[src/rtl/fracn_pkg.sv]
package fracn_pkg;

    // width of the signed per-count offset produced by the interpolator (-3..+4)
    localparam int OFF_W = 4;

    typedef enum logic [1:0] {
        ST_IDLE,
        ST_RUN,
        ST_HOLD
    } seq_state_e;

endpackage

[src/rtl/fracn_cfg_chk.sv]
module fracn_cfg_chk #(
    parameter int IW       = 16,
    parameter int MW       = 12,
    parameter int MIN_N_LO = 23,
    parameter int MIN_N_HI = 75,
    parameter int MOD_MIN  = 2
) (
    input  logic [IW-1:0] int_val,
    input  logic [MW-1:0] frac_val,
    input  logic [MW-1:0] mod_val,
    input  logic          presc_sel,
    input  logic          int_mode,
    output logic          cfg_ok,
    output logic          int_only
);

    localparam logic [IW-1:0] LIM_LO  = IW'(MIN_N_LO);
    localparam logic [IW-1:0] LIM_HI  = IW'(MIN_N_HI);
    localparam logic [MW-1:0] LIM_MOD = MW'(MOD_MIN);

    logic int_ok;
    logic mod_ok;
    logic frac_ok;

    always_comb begin
        int_ok   = int_val >= (presc_sel ? LIM_HI : LIM_LO);
        mod_ok   = mod_val >= LIM_MOD;
        frac_ok  = frac_val < mod_val;
        cfg_ok   = int_ok && mod_ok && frac_ok;
        int_only = int_mode && (frac_val == '0);
    end

endmodule

[src/rtl/fracn_mash.sv]
module fracn_mash
    import fracn_pkg::*;
#(
    parameter int MW = 12
) (
    input  logic                    clk,
    input  logic                    rst_n,
    input  logic                    clr,
    input  logic                    adv,
    input  logic [MW-1:0]           frac_val,
    input  logic [MW-1:0]           mod_val,
    output logic signed [OFF_W-1:0] offset
);

    localparam int STAGES = 3;

    // modulo add: {carry, residue}
    function automatic logic [MW:0] mod_add(input logic [MW-1:0] a,
                                            input logic [MW-1:0] b,
                                            input logic [MW-1:0] m);
        logic [MW:0] s;
        s = {1'b0, a} + {1'b0, b};
        if (s >= {1'b0, m}) begin
            mod_add = {1'b1, MW'(s - {1'b0, m})};
        end else begin
            mod_add = {1'b0, s[MW-1:0]};
        end
    endfunction

    logic [MW-1:0] acc_q  [STAGES];
    logic [MW-1:0] acc_d  [STAGES];
    logic [MW-1:0] feed   [STAGES];
    logic          carry  [STAGES];
    logic          c2_d1;
    logic          c3_d1;
    logic          c3_d2;

    // stage k accumulates the fresh residue of stage k-1
    assign feed[0] = frac_val;

    genvar k;
    generate
        for (k = 0; k < STAGES; k++) begin : g_stage
            logic [MW:0] sum_k;
            assign sum_k    = mod_add(acc_q[k], feed[k], mod_val);
            assign carry[k] = sum_k[MW];
            assign acc_d[k] = sum_k[MW-1:0];
            if (k + 1 < STAGES) begin : g_link
                assign feed[k+1] = acc_d[k];
            end

            always_ff @(posedge clk) begin
                if (!rst_n || clr) begin
                    acc_q[k] <= '0;
                end else if (adv) begin
                    acc_q[k] <= acc_d[k];
                end
            end
        end
    endgenerate

    always_ff @(posedge clk) begin
        if (!rst_n || clr) begin
            c2_d1 <= 1'b0;
            c3_d1 <= 1'b0;
            c3_d2 <= 1'b0;
        end else if (adv) begin
            c2_d1 <= carry[1];
            c3_d1 <= carry[2];
            c3_d2 <= c3_d1;
        end
    end

    // c1 + (c2 - c2') + (c3 - 2c3' + c3'') for the step being taken
    always_comb begin
        if (clr) begin
            offset = '0;
        end else begin
            offset = $signed(OFF_W'(carry[0]) + OFF_W'(carry[1]) + OFF_W'(carry[2])
                   + OFF_W'(c3_d2) - OFF_W'(c2_d1) - OFF_W'({c3_d1, 1'b0}));
        end
    end

endmodule

[src/rtl/fracn_seq.sv]
module fracn_seq
    import fracn_pkg::*;
#(
    parameter int RW = 17
) (
    input  logic          clk,
    input  logic          rst_n,
    input  logic          cfg_ok,
    input  logic [RW-1:0] cand,
    output logic          fb_pulse,
    output logic          adv,
    output logic [RW-1:0] ratio_q
);

    seq_state_e    state_q;
    seq_state_e    state_d;
    logic [RW-1:0] cnt_q;
    logic          reload;

    assign reload = (state_q != ST_IDLE) && (cnt_q == '0);

    // state register
    always_ff @(posedge clk) begin
        if (!rst_n) begin
            state_q <= ST_IDLE;
        end else begin
            state_q <= state_d;
        end
    end

    // transitions: START, FAULT, RECOVER
    always_comb begin
        state_d = state_q;
        unique case (state_q)
            ST_IDLE: if (cfg_ok)            state_d = ST_RUN;
            ST_RUN:  if (reload && !cfg_ok) state_d = ST_HOLD;
            ST_HOLD: if (reload && cfg_ok)  state_d = ST_RUN;
            default:                        state_d = ST_IDLE;
        endcase
    end

    // outputs
    always_comb begin
        fb_pulse = reload;
        adv      = cfg_ok && ((state_q == ST_IDLE) || reload);
    end

    // count datapath: a ratio is taken only at a reload
    always_ff @(posedge clk) begin
        if (!rst_n) begin
            cnt_q   <= '0;
            ratio_q <= '0;
        end else if (adv) begin
            cnt_q   <= cand - RW'(1);
            ratio_q <= cand;
        end else if (reload) begin
            cnt_q   <= ratio_q - RW'(1);
        end else if (state_q != ST_IDLE) begin
            cnt_q   <= cnt_q - RW'(1);
        end
    end

endmodule

[src/rtl/fracn_divider.sv]
module fracn_divider
    import fracn_pkg::*;
#(
    parameter int IW       = 16,
    parameter int MW       = 12,
    parameter int MIN_N_LO = 23,
    parameter int MIN_N_HI = 75,
    parameter int RW       = IW + 1
) (
    input  logic          clk,
    input  logic          rst_n,
    input  logic [IW-1:0] int_val,
    input  logic [MW-1:0] frac_val,
    input  logic [MW-1:0] mod_val,
    input  logic          presc_sel,
    input  logic          int_mode,
    output logic          fb_pulse,
    output logic [RW-1:0] ratio_now,
    output logic          cfg_err
);

    logic                    cfg_ok;
    logic                    int_only;
    logic                    adv;
    logic signed [OFF_W-1:0] offset;
    logic [RW-1:0]           cand;

    fracn_cfg_chk #(
        .IW(IW), .MW(MW), .MIN_N_LO(MIN_N_LO), .MIN_N_HI(MIN_N_HI), .MOD_MIN(2)
    ) u_cfg (
        .int_val(int_val), .frac_val(frac_val), .mod_val(mod_val),
        .presc_sel(presc_sel), .int_mode(int_mode),
        .cfg_ok(cfg_ok), .int_only(int_only)
    );

    fracn_mash #(.MW(MW)) u_mash (
        .clk(clk), .rst_n(rst_n), .clr(int_only), .adv(adv),
        .frac_val(frac_val), .mod_val(mod_val), .offset(offset)
    );

    assign cand = RW'(int_val) + {{(RW-OFF_W){offset[OFF_W-1]}}, offset};

    fracn_seq #(.RW(RW)) u_seq (
        .clk(clk), .rst_n(rst_n), .cfg_ok(cfg_ok), .cand(cand),
        .fb_pulse(fb_pulse), .adv(adv), .ratio_q(ratio_now)
    );

    always_ff @(posedge clk) begin
        if (!rst_n) begin
            cfg_err <= 1'b0;
        end else begin
            cfg_err <= !cfg_ok;
        end
    end

endmodule

[config.mk]
export PLATFORM = sky130hd
export DESIGN_NAME = fracn_divider
export DESIGN_NICKNAME = d
export VERILOG_FILES = /design/src/rtl/fracn_pkg.sv /design/src/rtl/fracn_cfg_chk.sv /design/src/rtl/fracn_mash.sv /design/src/rtl/fracn_seq.sv /design/src/rtl/fracn_divider.sv
export SDC_FILE = /design/constraint.sdc
export NUM_CORES = 1
export LEC_CHECK = 0
export BUFFER_PORTS_ARGS = -buffer_cell sky130_fd_sc_hd__buf_2
export CAP_MARGIN = 5
export CORE_MARGIN = 8
export CORE_UTILIZATION = 25
export CTS_CLUSTER_SIZE = 40
export DETAILED_ROUTE_END_ITERATION = 12
export HOLD_SLACK_MARGIN = 0.1
export SLEW_MARGIN = 20
export SYNTH_ARGS = -nofsm -noshare
export SYNTH_HDL_FRONTEND = slang
export SYNTH_SLANG_ARGS = --single-unit
[constraint.sdc]
create_clock -name clk -period 16.5 [get_ports clk]
set_clock_uncertainty 0.1 [all_clocks]
set_input_delay 3.3 -clock clk [delete_from_list [all_inputs] [get_ports clk]]
set_output_delay 3.3 -clock clk [all_outputs]
set_load 0.01 [all_outputs]
==> key figures <==
Global route
  • First-pass GRT wire length: 41300 um
  • Total congestion overflow: 0
  • Initial antenna violation count: 1
  • Largest net degree at the start of global routing: 40
  • Number of global-route vias before repair: ~8000
  • All-Layer GR Usage: around 12%

Worst setup path
  • Max Fanout on Critical Path: 8
  • CP Launch Type: primary input
  • CP delay by family, top: compound AO/OA/AOI/OAI gates
  • Crit path buf inv count: 6
  • Reg2reg start: u_mash.acc_q[0][0]
  • Crit path required time: roughly 17 ns
  • Crit Path Class: in2reg
  • Arr. time, crit path: 16.08 ns
  • Slowest CP cell: fa_1
  • Most used cell, CP: ha_1
  • CP peak stage delay: approximately 0.51 ns
  • Critical path origin: frac_val[0]
  • Element type at the critical path end: flip-flop

Timing
  • Hold Fails Final Rpt: 0
  • Final setup violating endpoints: 0
  • Max-slew violation count: 0
  • Rel. slew slack: 16.8%
  • Final worst path period need: ~16 ns
  • F_max: about 63 MHz
  • Setup ws final: about 0.57 ns
  • Worst-Margin Slew: 1.24 ns
  • Fin crit share: between 90% and 100%

Placed design
  • GP Congestion: 0.898
  • Post-placement cell area: 9910 um2
  • Post-place setup slack: -0.327 ns
  • Port Buf Inserts: 62
  • Hpwl dp: a little over 20000 um

Drt
  • Final WL: approximately 26000 um
  • DR vias: between 8000 and 9000
  • Drt pass-1 iters: 5
  • DRC violations left: 0
  • First DRT Iteration DRCs: approximately 450
  • Final ANT Viol Nets: 0
  • Drt wl/cell: approximately 16 um
  • Vias per inst: about 5.1

Floorplanning
  • Core area: ~34000 um2
  • # rows: 67
  • Die Height: 201 um
  • Die footprint: just over 40000 um2
  • Ports: 63
  • Die Wd: around 200 um
  • Starting Density: 25.4%

Clock network
  • CTS tree: yes
  • CTS Sinks: 76
  • Cts hold-fix bufs: 0
  • Clock latency at the later pin of the worst-skew pair: between 0.3 and 0.4 ns
  • CTS buffer count: 9
  • Max clock buf depth: 2
  • Reg clk slew, reported paths: 0.07 ns
  • H-tree levels: 3
  • Root buf cell: clkbuf_16

Finish
  • Area added between synthesis and finish: 25.3%
  • Final instance area: ~11000 um2
  • Most frequent cells in the layout: ha_1 (93), buf_4 (92), nor2_1 (83)
  • Most common cell after layout, fill and taps aside: ha_1
  • Nets: between 1000 and 1500
  • Layout cells sized above 1: 25.6%

Logic synthesis
  • Syn Nets: ~1200
  • Synth Cell Area: between 8000 and 9000 um2
  • Sequential cell area fraction in the yosys report: roughly 22%
  • #FFs+latches synth: between 70 and 80
  • Number of synthesized flops with an enable pin: 36
  • FFs w/ async S/R, synth: 0%
  • Synth cell types: 92
  • Cell count after synthesis: roughly 1000
  • Most used flip-flop cell after synthesis: dfxtp_1
  • Synth warn: 0
  • Syn_area_per_cell: ~8.3 um2

Run
  • Maxcap violations: 0

Run status
  • Outcome: finished, final reports clean

Hold path
  • Worst hold start: u_mash.c3_d1
  • Hold Path Class: reg2reg
[routing by layer]
metal	track usage [%]	vias to the layer above	wire [um]
met5	0	-	0
met1	16.2	3959	12200
met3	2.32	34	1220
met2	20.5	188	12400
met4	4.07	0	615
li1	-	4087	-
[layout make-up]
type	count	area, um2
Clock buffer	10	239
Antenna cell	1	2.50
Clock inverter	6	43.8
Fill cell	3527	22900
Timing Repair Buffer	157	1030
Multi-Input combinational cell	864	6760
Inverter	49	189
Tap cell	448	561
Sequential cell	76	1880
[path summary, 6_finish.rpt]
kind	slack (ns)	cells after the start	end
min	0.36	2	u_mash.c3_d2
max	0.57	63	u_seq.cnt_q[16]
max reg2reg	3.26	62	u_seq.cnt_q[16]
min reg2reg	0.36	2	u_mash.c3_d2
[per-stage QoR]
step / util (%) / std cells / hold WS [ns] / TNS, ns
after floorplan: - / 1025 / 0.345 / 0
after global placement: 29.5 / 1581 / 0.364 / 0
after detailed placement: 29.5 / 1581 / 0.374 / -1.73
after CTS: 30.3 / 1597 / 0.372 / 0
after global routing: 31.9 / 1611 / 0.396 / -0.143
final: 31.9 / 1611 / 0.364 / 0
[cells by family (layout without fill, tap and decap cells)]
| logic type | after synthesis | after routing | share of synthesized area [%] |
|---|---|---|---|
| and+or+nand+nor | 356 | 356 | 21.9 |
| AOI/OAI and AO/OA | 295 | 295 | 23.8 |
| adders and majority gates | 118 | 118 | 18.1 |
| buffers and inverters | 85 | 222 | 4.05 |
| xor gates and xnor gates | 76 | 76 | 7.79 |
| DFF | 76 | 76 | 22.0 |
| muxes | 19 | 19 | 2.46 |
| other | 0 | 1 | 0 |
[what timing repair did]
| item | CTS | global route |
|---|---|---|
| setup endpoints to repair | 0 | 23 |
| endpoints found under the hold margin | 0 | 0 |
| resized for setup | 0 | 84 |
| setup buffers | 0 | 13 |
[flip-flops by register name (all words and copies together) (netlist names)]
signal / count
u_mash.acc_q: 36
u_mash.c2_d1: 1
u_seq.cnt_q: 17
u_mash.c3_d1: 1
u_seq.ratio_q: 17
u_mash.c3_d2: 1
u_seq.state_q: 2
cfg_err: 1
[Yosys cell counts (27+ instances only)]
master,count,area [um2]
a21o_1,27,203
ha_1,109,1360
o21ai_0,49,245
nand2_1,68,255
a21oi_1,85,425
and2_1,29,181
xnor2_1,57,499
dfxtp_1,40,801
nor2_1,86,323
nor3_1,28,140
inv_1,49,184
edfxtp_1,36,1080
nand3_1,32,160
[worst min-delay path, stage by stage, from the launching register on]
cell	delay (ns)
dfxtp_1	0.32
nand2_1	0.05
a21oi_1	0.05
Power is not shown: default switching activity piles up to over one toggle a cycle in this logic, so the estimate is an artifact.
